===== config.mk =====
export PLATFORM = sky130hd
export DESIGN_NAME = irq_entry_seq
export DESIGN_NICKNAME = d
export VERILOG_FILES = /design/src/rtl/irqseq_pkg.sv /design/src/rtl/irqseq_ctrl.sv /design/src/rtl/irqseq_dp.sv /design/src/rtl/irq_entry_seq.sv
export SDC_FILE = /design/constraint.sdc
export NUM_CORES = 1
export LEC_CHECK = 0
export BUFFER_PORTS_ARGS = -buffer_cell sky130_fd_sc_hd__buf_2
export CELL_PAD_IN_SITES_DETAIL_PLACEMENT = 1
export CELL_PAD_IN_SITES_GLOBAL_PLACEMENT = 1
export CORE_MARGIN = 8
export CORE_UTILIZATION = 25
export CTS_BUF_LIST = sky130_fd_sc_hd__clkbuf_4 sky130_fd_sc_hd__clkbuf_8
export CTS_CLUSTER_SIZE = 10
export DETAILED_ROUTE_END_ITERATION = 6
export PLACE_DENSITY = 0.66
export SYNTH_ARGS = -nofsm -noshare
export SYNTH_HDL_FRONTEND = slang
export SYNTH_SLANG_ARGS = --single-unit
export TNS_END_PERCENT = 50

===== constraint.sdc =====
create_clock -name clk -period 2.13 [get_ports clk]
set_clock_uncertainty 0.1 [all_clocks]
set_input_delay 0.1065 -clock clk [delete_from_list [all_inputs] [get_ports clk]]
set_output_delay 0.1065 -clock clk [all_outputs]
set_load 0.02 [all_outputs]

===== src/rtl/irqseq_pkg.sv =====
package irqseq_pkg;

  typedef enum logic [1:0] {
    SRC_RST = 2'd0,
    SRC_NMI = 2'd1,
    SRC_IRQ = 2'd2,
    SRC_BRK = 2'd3
  } srcKind_e;

  typedef enum logic [3:0] {
    ST_HOLD   = 4'd0,
    ST_IDLE   = 4'd1,
    ST_PUSH_H = 4'd2,
    ST_PUSH_L = 4'd3,
    ST_PUSH_P = 4'd4,
    ST_FLAGS  = 4'd5,
    ST_VEC_L  = 4'd6,
    ST_VEC_H  = 4'd7,
    ST_WAIT   = 4'd8,
    ST_STOP   = 4'd9
  } seqState_e;

  typedef struct packed {
    logic     pushHi;
    logic     pushLo;
    logic     pushSt;
    logic     flagUpd;
    logic     vecLo;
    logic     vecHi;
    srcKind_e src;
  } seqStrobe_t;

  localparam logic [1:0] SEL_NONE = 2'd0;
  localparam logic [1:0] SEL_PCH  = 2'd1;
  localparam logic [1:0] SEL_PCL  = 2'd2;
  localparam logic [1:0] SEL_STAT = 2'd3;

endpackage


===== src/rtl/irqseq_ctrl.sv =====
module irqseq_ctrl
  import irqseq_pkg::*;
#(
  parameter int NMI_SYNC = 0
) (
  input  logic       clk,
  input  logic       rstN,
  input  logic       nmiN,
  input  logic       irqN,
  input  logic       iFlag,
  input  logic       boundary,
  input  logic       brkHit,
  input  logic       waiHit,
  input  logic       stpHit,
  output seqStrobe_t strobe,
  output logic       halt
);

  logic      nmiS;
  logic      nmiPrev;
  logic      nmiPend;
  logic      nmiFall;
  logic      nmiReq;
  logic      irqReq;
  logic      takeNmi;
  seqState_e state, stateNext;
  srcKind_e  srcQ, srcNext;

  generate
    if (NMI_SYNC == 0) begin : gNoSync
      assign nmiS = nmiN;
    end else begin : gSync
      logic [NMI_SYNC-1:0] chain;
      always_ff @(posedge clk or negedge rstN) begin
        if (!rstN) begin
          chain <= '1;
        end else begin
          chain[0] <= nmiN;
          for (int i = 1; i < NMI_SYNC; i++) chain[i] <= chain[i-1];
        end
      end
      assign nmiS = chain[NMI_SYNC-1];
    end
  endgenerate

  assign nmiFall = nmiPrev & ~nmiS;
  assign nmiReq  = nmiPend | nmiFall;
  assign irqReq  = ~irqN & ~iFlag;

  always_comb begin
    stateNext = state;
    srcNext   = srcQ;
    takeNmi   = 1'b0;
    unique case (state)
      ST_HOLD:   stateNext = ST_PUSH_H;
      ST_IDLE: begin
        if (boundary) begin
          if (nmiReq) begin
            stateNext = ST_PUSH_H;
            srcNext   = SRC_NMI;
            takeNmi   = 1'b1;
          end else if (irqReq) begin
            stateNext = ST_PUSH_H;
            srcNext   = SRC_IRQ;
          end else if (brkHit) begin
            stateNext = ST_PUSH_H;
            srcNext   = SRC_BRK;
          end else if (waiHit) begin
            stateNext = ST_WAIT;
          end else if (stpHit) begin
            stateNext = ST_STOP;
          end
        end
      end
      ST_PUSH_H: stateNext = ST_PUSH_L;
      ST_PUSH_L: stateNext = ST_PUSH_P;
      ST_PUSH_P: stateNext = ST_FLAGS;
      ST_FLAGS:  stateNext = ST_VEC_L;
      ST_VEC_L:  stateNext = ST_VEC_H;
      ST_VEC_H:  stateNext = ST_IDLE;
      ST_WAIT: begin
        if (nmiReq) begin
          stateNext = ST_PUSH_H;
          srcNext   = SRC_NMI;
          takeNmi   = 1'b1;
        end else if (!irqN) begin
          if (iFlag) begin
            stateNext = ST_IDLE;
          end else begin
            stateNext = ST_PUSH_H;
            srcNext   = SRC_IRQ;
          end
        end
      end
      ST_STOP:   stateNext = ST_STOP;
      default:   stateNext = ST_IDLE;
    endcase
  end

  always_ff @(posedge clk or negedge rstN) begin
    if (!rstN) begin
      state   <= ST_HOLD;
      srcQ    <= SRC_RST;
      nmiPrev <= 1'b1;
      nmiPend <= 1'b0;
    end else begin
      state   <= stateNext;
      srcQ    <= srcNext;
      nmiPrev <= nmiS;
      nmiPend <= nmiReq & ~takeNmi;
    end
  end

  always_comb begin
    strobe.pushHi  = (state == ST_PUSH_H);
    strobe.pushLo  = (state == ST_PUSH_L);
    strobe.pushSt  = (state == ST_PUSH_P);
    strobe.flagUpd = (state == ST_FLAGS);
    strobe.vecLo   = (state == ST_VEC_L);
    strobe.vecHi   = (state == ST_VEC_H);
    strobe.src     = srcQ;
  end

  assign halt = (state == ST_WAIT) || (state == ST_STOP);

  // stop is only left through reset
  a_r10_stop_holds: assert property (@(posedge clk) disable iff (!rstN)
    state == ST_STOP |=> state == ST_STOP);

  // the high-byte push is always followed by the low-byte push
  a_r2_push_order: assert property (@(posedge clk) disable iff (!rstN)
    state == ST_PUSH_H |=> state == ST_PUSH_L);

  // a latched non-maskable request wins at a boundary
  a_r8_nmi_first: assert property (@(posedge clk) disable iff (!rstN)
    (state == ST_IDLE && boundary && nmiPend) |=> (state == ST_PUSH_H && srcQ == SRC_NMI));

  // a masked level with nothing else pending leaves the sequencer idle
  a_r6_irq_masked: assert property (@(posedge clk) disable iff (!rstN)
    (state == ST_IDLE && boundary && !nmiReq && iFlag && !brkHit && !waiHit && !stpHit)
    |=> state == ST_IDLE);

  // wait holds while no request is present
  a_r9_wait_holds: assert property (@(posedge clk) disable iff (!rstN)
    (state == ST_WAIT && irqN && !nmiReq) |=> state == ST_WAIT);

  // the running routine cannot be restarted by a boundary
  a_r11_no_restart: assert property (@(posedge clk) disable iff (!rstN)
    (state == ST_PUSH_L && boundary) |=> state == ST_PUSH_P);

endmodule


===== src/rtl/irqseq_dp.sv =====
module irqseq_dp
  import irqseq_pkg::*;
#(
  parameter int          VEC_W   = 16,
  parameter int          ST_W    = 8,
  parameter int          B_POS   = 4,
  parameter int          U_POS   = 5,
  parameter logic [15:0] NMI_VEC = 16'hFFFA,
  parameter logic [15:0] RST_VEC = 16'hFFFC,
  parameter logic [15:0] IRQ_VEC = 16'hFFFE
) (
  input  logic             clk,
  input  logic             rstN,
  input  seqStrobe_t       strobe,
  output logic             stackWr,
  output logic             spDec,
  output logic [1:0]       stackSel,
  output logic             pcSkip,
  output logic [ST_W-1:0]  statusOr,
  output logic             setI,
  output logic             clrD,
  output logic             vecRd,
  output logic [VEC_W-1:0] vecAddr
);

  localparam logic [ST_W-1:0] U_MASK = ST_W'(1) << U_POS;
  localparam logic [ST_W-1:0] B_MASK = ST_W'(1) << B_POS;

  logic             anyPush;
  logic             isBrk;
  logic [VEC_W-1:0] vecBase;

  assign anyPush = strobe.pushHi | strobe.pushLo | strobe.pushSt;
  assign isBrk   = (strobe.src == SRC_BRK);

  always_comb begin
    unique case (strobe.src)
      SRC_NMI: vecBase = VEC_W'(NMI_VEC);
      SRC_RST: vecBase = VEC_W'(RST_VEC);
      default: vecBase = VEC_W'(IRQ_VEC);
    endcase
  end

  always_comb begin
    if (strobe.pushHi)      stackSel = SEL_PCH;
    else if (strobe.pushLo) stackSel = SEL_PCL;
    else if (strobe.pushSt) stackSel = SEL_STAT;
    else                    stackSel = SEL_NONE;
  end

  assign stackWr  = anyPush & (strobe.src != SRC_RST);
  assign spDec    = anyPush;
  assign pcSkip   = (strobe.pushHi | strobe.pushLo) & isBrk;
  assign statusOr = strobe.pushSt ? (U_MASK | (isBrk ? B_MASK : '0)) : '0;
  assign setI     = strobe.flagUpd;
  assign clrD     = strobe.flagUpd;
  assign vecRd    = strobe.vecLo | strobe.vecHi;

  always_comb begin
    if (strobe.vecLo)      vecAddr = vecBase;
    else if (strobe.vecHi) vecAddr = vecBase + VEC_W'(1);
    else                   vecAddr = '0;
  end

  // the reset routine never writes the stack
  a_r1_reset_silent: assert property (@(posedge clk) disable iff (!rstN)
    strobe.src == SRC_RST |-> !stackWr);

  // at most one step of the routine is active in any cycle
  a_r2_single_step: assert property (@(posedge clk) disable iff (!rstN)
    $onehot0({strobe.pushHi, strobe.pushLo, strobe.pushSt, strobe.flagUpd, strobe.vecLo, strobe.vecHi}));

  // a pushed status byte always carries the unused bit
  a_r4_u_bit: assert property (@(posedge clk) disable iff (!rstN)
    stackSel == SEL_STAT |-> statusOr[U_POS]);

  // skipping the operand byte belongs to break entries alone
  a_r5_skip_brk: assert property (@(posedge clk) disable iff (!rstN)
    pcSkip |-> (isBrk && stackWr));

endmodule


===== src/rtl/irq_entry_seq.sv =====
module irq_entry_seq
  import irqseq_pkg::*;
#(
  parameter int          NMI_SYNC = 0,
  parameter int          VEC_W    = 16,
  parameter int          ST_W     = 8,
  parameter int          B_POS    = 4,
  parameter int          U_POS    = 5,
  parameter logic [15:0] NMI_VEC  = 16'hFFFA,
  parameter logic [15:0] RST_VEC  = 16'hFFFC,
  parameter logic [15:0] IRQ_VEC  = 16'hFFFE
) (
  input  logic             clk,
  input  logic             rstN,
  input  logic             nmiN,
  input  logic             irqN,
  input  logic             iFlag,
  input  logic             boundary,
  input  logic             brkHit,
  input  logic             waiHit,
  input  logic             stpHit,
  output logic             stackWr,
  output logic             spDec,
  output logic [1:0]       stackSel,
  output logic             pcSkip,
  output logic [ST_W-1:0]  statusOr,
  output logic             setI,
  output logic             clrD,
  output logic             vecRd,
  output logic [VEC_W-1:0] vecAddr,
  output logic             halt
);

  seqStrobe_t strobe;

  irqseq_ctrl #(.NMI_SYNC(NMI_SYNC)) u_ctrl (
    .clk      (clk),
    .rstN     (rstN),
    .nmiN     (nmiN),
    .irqN     (irqN),
    .iFlag    (iFlag),
    .boundary (boundary),
    .brkHit   (brkHit),
    .waiHit   (waiHit),
    .stpHit   (stpHit),
    .strobe   (strobe),
    .halt     (halt)
  );

  irqseq_dp #(
    .VEC_W   (VEC_W),
    .ST_W    (ST_W),
    .B_POS   (B_POS),
    .U_POS   (U_POS),
    .NMI_VEC (NMI_VEC),
    .RST_VEC (RST_VEC),
    .IRQ_VEC (IRQ_VEC)
  ) u_dp (
    .clk      (clk),
    .rstN     (rstN),
    .strobe   (strobe),
    .stackWr  (stackWr),
    .spDec    (spDec),
    .stackSel (stackSel),
    .pcSkip   (pcSkip),
    .statusOr (statusOr),
    .setI     (setI),
    .clrD     (clrD),
    .vecRd    (vecRd),
    .vecAddr  (vecAddr)
  );

endmodule


==> flow_summary.yaml <==
outcome:
  status: "finished, final reports clean"
floorplanning:
  coreArea_sq_um: 3260
  initial_utilization_pct: 25.4
  dieArea_sq_um: 5400
  ios: 42
  rows: 21
  die_w_um: 73.5
  die_h_um: 73.5
yosys:
  netlist_area_sq_um: 827
  ys_seq_area_share_pct: 24.4
  yosys_register_bits: 8
  ys_types: 34
  synth-edff-count: 0
  async_flop_share_pct: 100
  syn_inst: 107
  yosysTopAreaCellShare_pct: 21.2
  synth_flop_cell: "dfrtp_1"
  netlist_top_cells_count: "buf_4 (21), a21oi_1 (8), nor2_1 (8), dfrtp_1 (7), nand2b_1 (6)"
  ys_top_cells_by_area: "dfrtp_1 (21%), buf_4 (19%), a21oi_1 (4.8%)"
  yosysMostFrequentCell: "buf_4"
  synth_largest_area_cell: "dfrtp_1"
  yosysWarnings: 0
  syn_area_per_cell_sq_um: 7.73
place:
  io_buffers: 35
  gp_congestion: 0.822
  dp_slack_ns: 0.281
  hpwl_mm: 1.93
worst_setup_path:
  slowest_stage: "dfrtp_2"
  crit_path_end_kind: "output port"
  crit_required_ns: 1.92
  critical_path_class: "reg -> out"
  crit_path_start_kind: "flop"
  cp_max_fo: 10
  path_buf_inv: 1
  cp_slowest_stage_delay_ns: 0.46
  cpLargestDelayFamily: "simple AND/OR/NAND/NOR gates"
  crit_arrival_ns: 1.80
  path_cells: "nand2b_2, or2_2, a21oi_1, nor2b_1, buf_2"
routing:
  antenna_left: 0
  wirelength_mm: 2.40
  drc: 0
  drtIter0Drc: 17
  via_count: 792
  drt_pass1_iterations: 4
  via_per_inst: 4.53
  wire_per_inst_um: 13.7
global_route:
  antenna_found_initial: 0
  grt_pass1_vias: 804
  grt_overflow: 0
  grt_start_max_net_pins: 17
  grt_pass1_wl_mm: 3.80
  grt_usage_pct: 8.94
final_layout:
  area_delta_synth_final_pct: 17.1
  finish.utilization_pct: 29.7
  drive_gt1_share_pct: 40.3
  layout.nets: 139
  num-fill-cells: 432
  num_antenna_cells: 0
timing:
  whs_ns: 0.0521
  setup_viol: 0
  grt_setup_unrepaired: "no"
  finalCritPeriodShare_pct: 94.3
  finalMaxSlewViolations: 0
  fin_crit_ns: 2.01
  max_freq_ghz: 0.498
  fin_setup_tns_ns: 0
  hold_viol: 0
  fin_ws_ns: 0.121
job:
  drv_cap: 0
hold_path:
  hp-class: "in -> reg"
clock_tree:
  clockRootBuffer: "clkbuf_4"
  numCtsBuffers: 3
  cts_sinks: 8
  cts.path.max_buffers: 2
  cts_tree: "done"
  clkLatencyLatePin_ns: 0.26
  htreeDepth: 1
  clkTransAtPathRegs_ns: 0.06
pwr:
  power.density_nw_per_um2: 1570
  peakVddDrop_mv: 0.249
  p_leak_nw: 0.487
==> layout by cell type, fill, tap and decap left out, types with 2 or more instances in the layout <==
| cell type | n |
|---|---|
| or2_2 | 4 |
| nor2_1 | 8 |
| a21oi_1 | 8 |
| and2_1 | 3 |
| nand2_1 | 5 |
| dfrtp_1 | 5 |
| buf_2 | 35 |
| buf_4 | 3 |
| o21bai_1 | 2 |
| nor4_1 | 3 |
| dlygate4sd3_1 | 2 |
| inv_1 | 3 |
| o21ai_0 | 5 |
| dfrtp_2 | 2 |
| conb_1 | 6 |
| nor3_1 | 4 |
| nand2b_1 | 5 |
| nor2b_1 | 2 |
| clkbuf_4 | 4 |
| o211a_1 | 3 |
==> per-layer routing <==
metal  share of wire (%)  track usage [%]  vias up
li1                    -                -      387
met1                  43             10.5      367
met2                  44             13.4       32
met3                  11             3.82        6
met4                 1.8             4.66        0
met5                   0                0        -
==> power by group <==
group	leakage [nW]	internal [mW]	switching (mW)	total, mW
logic	0.379	0.387	0.674	1.06
clock network	0.0184	0.0848	0.0576	0.142
registers	0.0889	0.217	0.106	0.322
==> metrics by stage <==
stage	area, sq um	total power [mW]	std cells
after floorplan	846	1.23	112
after global placement	913	1.36	169
after detailed placement	913	1.39	169
after CTS	965	1.55	175
after global routing	968	1.65	175
final	968	1.53	175
==> flip-flops by register name (all words and copies together), names as in the netlist <==
name and flops:
u_ctrl.nmiPrev 1, u_ctrl.srcQ 2, u_ctrl.nmiPend 1, u_ctrl.state 4
==> path summary, 6_finish.rpt <==
path | startpoint | end | slack (ns) | depth (start not counted)
min in group asynchronous | rstN | u_ctrl.state[3] | 0.11 | 2
max in group asynchronous | rstN | u_ctrl.nmiPrev | 1.57 | 2
max reg2reg | u_ctrl.state[2] | u_ctrl.srcQ[1] | 0.32 | 4
min | waiHit | u_ctrl.state[0] | 0.05 | 3
min reg2reg | u_ctrl.srcQ[1] | u_ctrl.srcQ[1] | 0.45 | 1
max | u_ctrl.state[1] | stackWr | 0.12 | 5
==> logic make-up after synthesis <==
logic type	share of synthesized area [%]
buffers and inverters	24.1
other	0.453
AO/OA/AOI/OAI	19.7
AND/OR/NAND/NOR	31.5
flip-flops	24.4
==> layout make-up <==
class / instances / area (sq um) / share of cell area (%)
multi-input combinational: 74 / 448 / 46.3
clock buffer: 4 / 30.0 / 3.10
tap: 46 / 57.6 / 5.94
sequential: 8 / 204 / 21.1
inverter: 3 / 11.3 / 1.16
timing repair buffer: 40 / 218 / 22.5
==> repair_timing <==
| item | in CTS | in global routing |
|---|---|---|
| endpoints found under the setup margin | 1 | 1 |
| hold buffers | 2 | 0 |
| hold endpoints to repair | 9 | 0 |
| setup buffers | 0 | 0 |
| gates resized for setup | 1 | 2 |
==> tightest hold or removal path, cell delays in order <==
cell	delay, ns
buf_2	0.09
nand2b_1	0.10
a31oi_1	0.08
Note: power is estimated with default switching activity, not from simulation.
